[src/rtl/trace_xlate_pkg.sv]
package trace_xlate_pkg;

  localparam int OFS_W     = 18;
  localparam int HDR_BYTES = 3;
  localparam int MAX_BYTES = 8;
  localparam int HDR_W     = 8 * HDR_BYTES;
  localparam int DATA_W    = 8 * MAX_BYTES;
  localparam int LIM_W     = OFS_W + 1;

  localparam logic [1:0] STAT_OVF = 2'b11;

  typedef struct packed {
    logic [1:0]       dest;
    logic [1:0]       stat;
    logic [1:0]       size;
    logic [OFS_W-1:0] ofs;
  } hdr_t;

  // number of payload bytes for a width code
  function automatic logic [3:0] size_bytes(input logic [1:0] code);
    return 4'd1 << code;
  endfunction

  // byte-enable pattern for a width code
  function automatic logic [MAX_BYTES-1:0] size_be(input logic [1:0] code);
    logic [MAX_BYTES-1:0] be;
    case (code)
      2'd0:    be = 8'h01;
      2'd1:    be = 8'h03;
      2'd2:    be = 8'h0F;
      default: be = 8'hFF;
    endcase
    return be;
  endfunction

  // window test: offset strictly below region size
  function automatic logic offset_fits(input logic [OFS_W-1:0] ofs,
                                       input logic [LIM_W-1:0] lim);
    return {1'b0, ofs} < lim;
  endfunction

endpackage

[src/rtl/trace_rx.sv]
module trace_rx
  import trace_xlate_pkg::*;
(
  input  logic              clk,
  input  logic              rst,
  input  logic              in_valid,
  input  logic [7:0]        in_byte,
  input  logic              accept,
  output logic              done,
  output hdr_t              hdr,
  output logic [DATA_W-1:0] payload
);

  localparam int CNT_W  = $clog2(HDR_BYTES + MAX_BYTES + 1);
  localparam int PIDX_W = $clog2(MAX_BYTES);

  logic [CNT_W-1:0]  cnt_q;
  logic [HDR_W-1:0]  hdr_q;
  logic [DATA_W-1:0] data_q;
  logic              take;
  logic              in_hdr;
  logic              last;
  logic [PIDX_W-1:0] pidx;

  assign take   = in_valid && accept;
  assign in_hdr = cnt_q < CNT_W'(HDR_BYTES);
  assign pidx   = PIDX_W'(cnt_q - CNT_W'(HDR_BYTES));
  assign hdr    = hdr_t'(hdr_q);
  assign last   = !in_hdr && ({1'b0, pidx} == (size_bytes(hdr.size) - 4'd1));
  assign done   = take && last;

  // payload as seen with the incoming byte placed in its lane
  always_comb begin
    payload = data_q;
    if (!in_hdr) payload[8*pidx +: 8] = in_byte;
  end

  always_ff @(posedge clk) begin
    if (rst) begin
      cnt_q  <= '0;
      hdr_q  <= '0;
      data_q <= '0;
    end else if (take) begin
      if (last) begin
        cnt_q  <= '0;
        data_q <= '0;
      end else begin
        cnt_q <= cnt_q + CNT_W'(1);
        if (in_hdr) hdr_q <= {hdr_q[HDR_W-9:0], in_byte};
        else        data_q[8*pidx +: 8] <= in_byte;
      end
    end
  end

endmodule

[src/rtl/trace_regs.sv]
module trace_regs
  import trace_xlate_pkg::*;
#(
  parameter int DEST_N = 4,
  parameter int BUS_AW = 32,
  parameter int CFG_AW = 4,
  localparam int DEST_W = $clog2(DEST_N)
) (
  input  logic              clk,
  input  logic              rst,
  input  logic              cfg_wr,
  input  logic [CFG_AW-1:0] cfg_addr,
  input  logic [31:0]       cfg_wdata,
  output logic [31:0]       cfg_rdata,
  input  logic [DEST_W-1:0] sel_dest,
  output logic [BUS_AW-1:0] sel_base,
  output logic [LIM_W-1:0]  sel_lim,
  input  logic              set_ovf,
  input  logic              set_err,
  input  logic [DEST_W-1:0] err_dest_in,
  output logic              ovf_flag,
  output logic              err_flag
);

  localparam int STAT_IDX = 2 * DEST_N;

  logic [DEST_N-1:0][BUS_AW-1:0] base_q;
  logic [DEST_N-1:0][LIM_W-1:0]  lim_q;
  logic [DEST_N-1:0]             hit_base;
  logic [DEST_N-1:0]             hit_lim;
  logic                          hit_stat;
  logic [DEST_W-1:0]             err_dest_q;

  for (genvar g = 0; g < DEST_N; g++) begin : g_dec
    assign hit_base[g] = cfg_wr && (cfg_addr == CFG_AW'(2 * g));
    assign hit_lim[g]  = cfg_wr && (cfg_addr == CFG_AW'(2 * g + 1));
  end
  assign hit_stat = cfg_wr && (cfg_addr == CFG_AW'(STAT_IDX));

  always_ff @(posedge clk) begin
    if (rst) begin
      base_q <= '0;
      lim_q  <= '0;
    end else begin
      for (int i = 0; i < DEST_N; i++) begin
        if (hit_base[i]) base_q[i] <= cfg_wdata[BUS_AW-1:0];
        if (hit_lim[i])  lim_q[i]  <= cfg_wdata[LIM_W-1:0];
      end
    end
  end

  // sticky flags: a set in the same cycle outranks a clear
  always_ff @(posedge clk) begin
    if (rst) begin
      ovf_flag   <= 1'b0;
      err_flag   <= 1'b0;
      err_dest_q <= '0;
    end else begin
      if (set_ovf)                        ovf_flag <= 1'b1;
      else if (hit_stat && cfg_wdata[0])  ovf_flag <= 1'b0;
      if (set_err)                        err_flag <= 1'b1;
      else if (hit_stat && cfg_wdata[1])  err_flag <= 1'b0;
      if (set_err)                        err_dest_q <= err_dest_in;
    end
  end

  assign sel_base = base_q[sel_dest];
  assign sel_lim  = lim_q[sel_dest];

  always_comb begin
    cfg_rdata = '0;
    for (int i = 0; i < DEST_N; i++) begin
      if (cfg_addr == CFG_AW'(2 * i))     cfg_rdata = 32'(base_q[i]);
      if (cfg_addr == CFG_AW'(2 * i + 1)) cfg_rdata = 32'(lim_q[i]);
    end
    if (cfg_addr == CFG_AW'(STAT_IDX))
      cfg_rdata = 32'({err_dest_q, err_flag, ovf_flag});
  end

endmodule

[src/rtl/trace_wport.sv]
module trace_wport
  import trace_xlate_pkg::*;
#(
  parameter int BUS_AW = 32
) (
  input  logic                 clk,
  input  logic                 rst,
  input  logic                 load,
  input  logic [BUS_AW-1:0]    ld_addr,
  input  logic [DATA_W-1:0]    ld_data,
  input  logic [MAX_BYTES-1:0] ld_be,
  input  logic                 wr_ready,
  output logic                 wr_valid,
  output logic [BUS_AW-1:0]    wr_addr,
  output logic [DATA_W-1:0]    wr_data,
  output logic [MAX_BYTES-1:0] wr_be
);

  always_ff @(posedge clk) begin
    if (rst) begin
      wr_valid <= 1'b0;
      wr_addr  <= '0;
      wr_data  <= '0;
      wr_be    <= '0;
    end else if (load) begin
      wr_valid <= 1'b1;
      wr_addr  <= ld_addr;
      wr_data  <= ld_data;
      wr_be    <= ld_be;
    end else if (wr_valid && wr_ready) begin
      wr_valid <= 1'b0;
    end
  end

endmodule

[src/rtl/trace_xlate.sv]
module trace_xlate
  import trace_xlate_pkg::*;
#(
  parameter int DEST_N = 4,
  parameter int BUS_AW = 32,
  parameter int CFG_AW = 4
) (
  input  logic                 clk,
  input  logic                 rst,
  input  logic                 in_valid,
  input  logic [7:0]           in_byte,
  output logic                 in_ready,
  input  logic                 cfg_wr,
  input  logic [CFG_AW-1:0]    cfg_addr,
  input  logic [31:0]          cfg_wdata,
  output logic [31:0]          cfg_rdata,
  output logic                 wr_valid,
  input  logic                 wr_ready,
  output logic [BUS_AW-1:0]    wr_addr,
  output logic [DATA_W-1:0]    wr_data,
  output logic [MAX_BYTES-1:0] wr_be
);

  localparam int DEST_W = $clog2(DEST_N);

  hdr_t              pkt_hdr;
  logic [DATA_W-1:0] pkt_data;
  logic              pkt_done;
  logic [BUS_AW-1:0] sel_base;
  logic [LIM_W-1:0]  sel_lim;
  logic              in_win;
  logic              write_evt;
  logic              drop_evt;
  logic              ovf_evt;
  logic              ovf_flag;
  logic              err_flag;
  logic [BUS_AW-1:0] dest_addr;

  assign in_ready = !wr_valid;

  trace_rx u_rx (
    .clk     (clk),
    .rst     (rst),
    .in_valid(in_valid),
    .in_byte (in_byte),
    .accept  (in_ready),
    .done    (pkt_done),
    .hdr     (pkt_hdr),
    .payload (pkt_data)
  );

  trace_regs #(
    .DEST_N(DEST_N),
    .BUS_AW(BUS_AW),
    .CFG_AW(CFG_AW)
  ) u_regs (
    .clk        (clk),
    .rst        (rst),
    .cfg_wr     (cfg_wr),
    .cfg_addr   (cfg_addr),
    .cfg_wdata  (cfg_wdata),
    .cfg_rdata  (cfg_rdata),
    .sel_dest   (DEST_W'(pkt_hdr.dest)),
    .sel_base   (sel_base),
    .sel_lim    (sel_lim),
    .set_ovf    (ovf_evt),
    .set_err    (drop_evt),
    .err_dest_in(DEST_W'(pkt_hdr.dest)),
    .ovf_flag   (ovf_flag),
    .err_flag   (err_flag)
  );

  assign in_win    = offset_fits(pkt_hdr.ofs, sel_lim);
  assign write_evt = pkt_done && in_win;
  assign drop_evt  = pkt_done && !in_win;
  assign ovf_evt   = pkt_done && (pkt_hdr.stat == STAT_OVF);
  assign dest_addr = sel_base + BUS_AW'(pkt_hdr.ofs);

  trace_wport #(
    .BUS_AW(BUS_AW)
  ) u_wport (
    .clk     (clk),
    .rst     (rst),
    .load    (write_evt),
    .ld_addr (dest_addr),
    .ld_data (pkt_data),
    .ld_be   (size_be(pkt_hdr.size)),
    .wr_ready(wr_ready),
    .wr_valid(wr_valid),
    .wr_addr (wr_addr),
    .wr_data (wr_data),
    .wr_be   (wr_be)
  );

endmodule

[config.mk]
export PLATFORM = sky130hd
export DESIGN_NAME = trace_xlate
export DESIGN_NICKNAME = d
export VERILOG_FILES = /design/src/rtl/trace_xlate_pkg.sv /design/src/rtl/trace_rx.sv /design/src/rtl/trace_regs.sv /design/src/rtl/trace_wport.sv /design/src/rtl/trace_xlate.sv
export SDC_FILE = /design/constraint.sdc
export NUM_CORES = 1
export LEC_CHECK = 0
export BUFFER_PORTS_ARGS = -buffer_cell sky130_fd_sc_hd__buf_2
export CORE_MARGIN = 2
export CORE_UTILIZATION = 28
export CTS_CLUSTER_SIZE = 14
export DETAILED_ROUTE_END_ITERATION = 10
export HOLD_SLACK_MARGIN = 0.1
export PLACE_DENSITY = 0.46
export REMOVE_ABC_BUFFERS = 1
export SYNTH_ARGS = -nofsm -noshare
export SYNTH_HDL_FRONTEND = slang
export SYNTH_HIERARCHICAL = 1
export SYNTH_SLANG_ARGS = --single-unit
[constraint.sdc]
create_clock -name clk -period 4.3 [get_ports clk]
set_input_delay 0.215 -clock clk [delete_from_list [all_inputs] [get_ports clk]]
set_output_delay 0.215 -clock clk [all_outputs]
set_load 0.1 [all_outputs]
; ---- Word level (Yosys, flattened, before mapping)
; Index checks and enable logic that the tools add are counted.
[word_totals]
reg_bits = 405
inputBits = 49
output_inout_bits = 138
word_cells = 93
[classes]
add_sub_neg = 5
magnitude_cmp = 3
n_eq_ne = 12
shift = 3
muxes = 24
bitwise = 1
n_reduce_logical = 27
[op_table]
columns = cell, n
row1 = 2-to-1 mux 32 bit, 10
row2 = 2-to-1 mux 64 bit, 2
row3 = binary-select mux 32 bit (select 2 bit), 1
row4 = bitwise mux 64 bit, 1
row5 = "variable shift 8 x 34 -> 64 bit, first input constant", 1
row6 = indexed part select 8 x 34 -> 64 bit, 1
row7 = binary-select mux 19 bit (select 2 bit), 1
row8 = negation 6 -> 34 bit, 1
row9 = adder 32 x 18 -> 32 bit, 1
row10 = case mux 8 bit (3 select lines), 1
row11 = less-than comparator 18 x 19 -> 1 bit, 1
row12 = 2-to-1 mux 19 bit, 1
row13 = logical AND 1 bit, 18
row14 = "equality test 4 x 3 -> 1 bit, second input constant", 4
row15 = "equality test 4 x 2 -> 1 bit, second input constant", 2
row16 = 2-to-1 mux 1 bit, 6
row17 = nonzero test 2 bit, 3
row18 = "adder 4 x 1 -> 4 bit, second input constant", 1
row19 = "equality test 2 bit, second input constant", 2
row20 = equality test 3 x 4 -> 1 bit, 1
row21 = "equality test 4 x 1 -> 1 bit, second input constant", 1
row22 = "equality test 4 bit, second input constant", 1
row23 = logical NOT 4 bit, 1
row24 = "less-than comparator 4 x 2 -> 1 bit, second input constant", 1
row25 = other kinds (10), 12

; ---- Longest topological paths before layout
[depth]
depth_word = 10
ltp_mapped = 17
depth_no_buf = 12

; ---- By module
; Netlist, hierarchy kept.
[modules_own_cells]
columns = mod, n_inst, cells_per_inst, area_each_um2, seq_area_each_um2
row1 = trace_regs, 1, 1317, 10441.3, 4164.0
row2 = trace_rx, 1, 439, 4187.8, 1841.8
row3 = trace_wport, 1, 340, 3759.9, 2102.0
row4 = trace_xlate, 1, 225, 1624.1, 0.0

; ---- Worst setup path before layout
; Ideal clock, no wire load.
[synth_timing]
path_type = reg-to-reg
from = reg u_rx.hdr_q[22] (netlist: u_rx/hdr[22])
to = reg u_wport.wr_addr[26]
setup_time_ns = 0.067
t_arrival_ns = 3.582
t_required_ns = 4.233
setup_slack_ns = 0.651
path_stages_with_launch = 15
n_path_buf = 3
synth_period_minus_slack_ns = 3.649
path_cell_list = dfxtp_1 > clkbuf_1 > buf_2 > buf_2 > mux4_2 > fa_1 > a21o_1 > a221oi_2 > nor4_1 > or3_4 > a31o_4 > nand4_1 > xnor2_1 > mux2i_1 > nor2_1
[synth_between]
word_cells_on_any_way = 7
classes_between = add/sub (1) / order compare (1) / mux (4) / reduce/logical (1)
[synth_rtl]
columns = element, line_no
row1 = start: declaration, trace_rx.sv:18  ; logic [HDR_W-1:0] hdr_q;
row2 = start signal: assignment, trace_rx.sv:49  ; if (in_hdr) hdr_q <= {hdr_q[HDR_W-9:0], in_byte};
row3 = binary-select mux 32 bit (select 2 bit), trace_regs.sv:67  ; assign sel_base = base_q[sel_dest];
row4 = 2-to-1 mux 32 bit (implied by the code), trace_regs.sv:67
row5 = via sel_base[1], trace_xlate.sv:29  ; logic [BUS_AW-1:0] sel_base;
row6 = adder 32 x 18 -> 32 bit, trace_xlate.sv:77  ; assign dest_addr = sel_base + BUS_AW'(pkt_hdr.ofs);
row7 = via dest_addr[26], trace_xlate.sv:37  ; logic [BUS_AW-1:0] dest_addr;
row8 = end signal: assignment, trace_wport.sv:27  ; wr_addr <= ld_addr;
row9 = end: declaration, trace_wport.sv:14  ; output logic [BUS_AW-1:0] wr_addr,
; The timed path passes the listed nets, and every way through them passes these cells. The select of a mux whose other input is x is not followed.
; A chain may end at the register's enable or synchronous reset.

; ---- Worst setup path after layout
[layout_timing]
from = reg u_rx.hdr_q[23] (netlist: u_rx/hdr[23])
to = reg u_wport.wr_addr[29]
; Same word-level chain as after synthesis.

==> impl_metrics.py <==
metrics = {
    "status": {
        "outcome": "completed",
    },
    "timing": {
        "holdWs_ns": 0.131,
        "fmax_mhz": 271,
        "fin_crit_ns": 3.69,
        "period_share_pct": 85.9,
        "rsz0062_at_grt": "no",
        "finalHoldViolCount": 0,
        "slew_headroom_pct": 31.7,
        "clock_skew_ns": 0.0256,
        "setup_viol": 0,
        "slew_violations": 0,
        "setup_ws_ns": 0.605,
        "worst_pin_slew_ns": 1.02,
    },
    "global_route": {
        "grt_overflow": 0,
        "grt_max_degree": 167,
        "use_met1_pct": 25.8,
        "grt_pass1_vias": 17355,
        "grt_pass1_wl_mm": 110,
        "grt_antenna_before_repair": 0,
        "use_met3_pct": 2.77,
        "grtUsageTotal_pct": 19.2,
        "met2_usage_pct": 31.7,
        "grt_most_used_layer": "met2",
    },
    "synthesis": {
        "synth_edf_count": 0,
        "seq_area_frac_synth_pct": 40.5,
        "yosys_warnings": 6,
        "mappedNetlistArea_sq_um": 20000,
        "synth-compound-area-share_pct": 21.3,
        "synth.avg_cell_area_sq_um": 8.62,
        "yosys-mux-area-fraction_pct": 11.3,
        "ys_types": 73,
        "async_flop_share_pct": 0,
        "yosys.area_share.simple_pct": 16.9,
        "yosys.area_share.xor_xnor_pct": 1.35,
        "synth_seq_cells": 405,
        "synthFlopType": "dfxtp_1",
        "synth_cells": 2321,
        "synth_top_family_by_area": "compound AO/OA/AOI/OAI gates",
        "synth_fa_ha_area_share_pct": 2.66,
    },
    "worst_setup_path": {
        "ff2ff_path_depth": 11,
        "cp_cell_sequence": "buf_12 > mux4_2 > ha_1 > a2111o_1 > o221ai_1 > a21oi_1 > o211ai_1 > nor3_1 > xor2_1 > mux2i_1 > nor2_1",
        "r2r_slack_ns": 0.61,
        "r2r-end": "u_wport/wr_addr[29]$_SDFFE_PP0P_",
        "critical_path_depth": 11,
        "crit_family": "compound AO/OA/AOI/OAI gates",
        "cp-end-kind": "register",
        "cp_data_required_time_ns": 4.76,
        "worstPathMaxFanout": 39,
        "critical_path_buf_inv_count": 1,
        "rr_startpoint": "u_rx/hdr[23]$_SDFFE_PP0P_",
        "critPathSlowestCell": "mux4_2",
        "max_stage_delay_ns": 0.56,
        "worstSetupPathType": "register to register",
        "startpoint": "u_rx/hdr[23]$_SDFFE_PP0P_",
        "startpoint_type": "register",
        "crit_end": "u_wport/wr_addr[29]$_SDFFE_PP0P_",
        "worstPathArrival_ns": 4.16,
    },
    "layout": {
        "nNetsFinal": 2547,
        "nFillCells": 7355,
        "final_common_cell": "nand2_1",
        "mostFrequentLayoutCells": "508 x nand2_1, 403 x dfxtp_1, 292 x a21oi_1",
        "areaGrowthSynthToFinish_pct": 19.1,
        "multi_input_comb_area_sq_um": 10800,
        "final-seq-area_sq_um": 8110,
        "drive_above_1_share_pct": 16.3,
        "antennaDiodeCount": 0,
    },
    "power": {
        "p_int_mw": 6.44,
        "switchingPower_mw": 2.26,
        "clkPwrFrac_pct": 47.4,
        "combPwrFrac_pct": 8.6,
        "p_sw_share_pct": 26.0,
        "pwr-share-seq_pct": 44.0,
        "power_density_nw_per_um2": 365,
        "peakVddDrop_mv": 0.249,
        "leakage_nw": 8.57,
    },
    "worst_hold_path": {
        "hold_class": "input port to register",
    },
    "placement": {
        "dp_hpwl_mm": 48.1,
        "gp_congestion": 0.868,
        "io_buffers": 186,
        "pre_cts_slack_ns": 0.568,
    },
    "job": {
        "cap_viol_max_count": 0,
    },
    "clock_tree": {
        "htreeDepth": 2,
        "ctsRootBufferMaster": "clkbuf_16",
        "clk_path_buf_depth": 3,
        "cts_tree": "done",
        "cts.sinks": 405,
        "cts_inserted_buffers": 50,
        "cts_setup_buffers": 0,
        "clk_latency_ns": 0.61,
        "path_clk_slew_ns": 0.06,
    },
    "drt": {
        "via_count": 18032,
        "drc_errors": 0,
        "firstDrtPassIters": 5,
        "ant_nets": 0,
        "post_drt_wl_per_cell_um": 21.2,
        "finalWirelength_mm": 72.9,
        "drtIter0Drc": 1828,
        "via_per_inst": 5.24,
    },
    "floorplanning": {
        "die_area_sq_um": 73600,
        "num_rows": 98,
        "fp.dieH_um": 271,
        "die_w_um": 271,
        "core_area_sq_um": 71100,
        "num_io_pins": 187,
        "initial_core_util_pct": 28.1,
    },
}
logic make-up (layout without fill, tap and decap cells):
logic type      after synthesis  in the layout
compound gates              645            645
simple gates                797            797
other cells                   1              1
mux                         163            163
flops                       405            405
xor+xnor                     30             30
fa+ha+maj                    42             42
buf+inv                     238            407
worst min-delay path by stage:
stage                               from                            end  slack, ns  cells past startpoint
4_1_cts                       in_byte[5]       u_rx/hdr[5]$_SDFFE_PP0P_       0.10                      3
6_report                      in_byte[6]       u_rx/hdr[6]$_SDFFE_PP0P_       0.13                      3
5_1_grt                       in_byte[6]       u_rx/hdr[6]$_SDFFE_PP0P_       0.13                      3
2_1_floorplan                        rst  u_regs/base_q[0]$_SDFFE_PP0P_       0.28                      1
3_5_place_dp   u_rx/hdr[20]$_SDFFE_PP0P_      u_rx/hdr[20]$_SDFFE_PP0P_       0.45                      2
3_3_place_gp   u_rx/hdr[20]$_SDFFE_PP0P_      u_rx/hdr[20]$_SDFFE_PP0P_       0.44                      2
cells in the mapped netlist (39+ instances only):
master,n,share of area [%]
clkbuf_1,98,1.8
dfxtp_1,405,41
buf_2,54,1.4
a22o_1,120,5.3
o21ai_0,53,1.3
nor2_1,144,2.7
mux2i_1,112,5.6
o22ai_1,39,1.2
mux4_2,51,5.7
ha_1,41,2.6
nand2_1,508,9.5
a21oi_1,293,7.3
layer usage:
layer	up-vias	share of wire, %
li1	8477	-
met4	0	2.4
met1	8756	44
met5	-	0
met2	681	47
met3	118	6.1
area by class of cell:
cell class / instances / share of cell area [%]
clock buffers: 72 / 6.02
clock inverters: 14 / 0.625
inverters: 36 / 0.567
multi-input cells: 1678 / 45.1
flip-flops and latches: 405 / 34.0
well taps: 950 / 4.99
repair buffers: 285 / 8.65
tightest hold or removal path, stage by stage:
cell and delay, ns:
buf_2 0.27, nand2_1 0.13, a21oi_1 0.06
power groups by stage:
| stage | sequential, mW | combinational, mW | clock, mW |
|---|---|---|---|
| 3_5_place_dp | 3.91 | 0.712 | 0 |
| 6_report | 3.83 | 0.748 | 4.12 |
| 4_1_cts | 3.83 | 0.744 | 4.24 |
| 5_1_grt | 3.83 | 0.801 | 4.38 |
| 3_3_place_gp | 3.91 | 0.704 | 0 |
| 2_1_floorplan | 3.90 | 0.364 | 0 |
state kept, by name (all words and copies together) (netlist names), 2 cells and up:
register / flops
u_regs/lim_q: 76
u_regs/err_dest_q: 2
u_regs/base_q: 128
u_wport/wr_be: 8
u_rx/cnt_q: 4
u_rx/hdr: 24
u_wport/wr_addr: 32
u_rx/data_q: 64
u_wport/wr_data: 64
through the flow:
stage                     utilization (%)  area (sq um)  power, mW  TNS (ns)  instances
after floorplan                         -         19000       4.26   -319.26       2119
after global placement               30.7         21800       4.61         0       3312
after detailed placement             30.7         21800       4.62         0       3312
after CTS                            33.5         23800       8.81         0       3440
after global routing                 33.5         23800       9.01         0       3440
final                                33.5         23800       8.70         0       3440
what timing repair did:
item,in CTS,in global routing
hold buffers,42,0
endpoints found under the hold margin,251,0
gates resized for setup,0,0
Power figures use the tool's default switching activity.
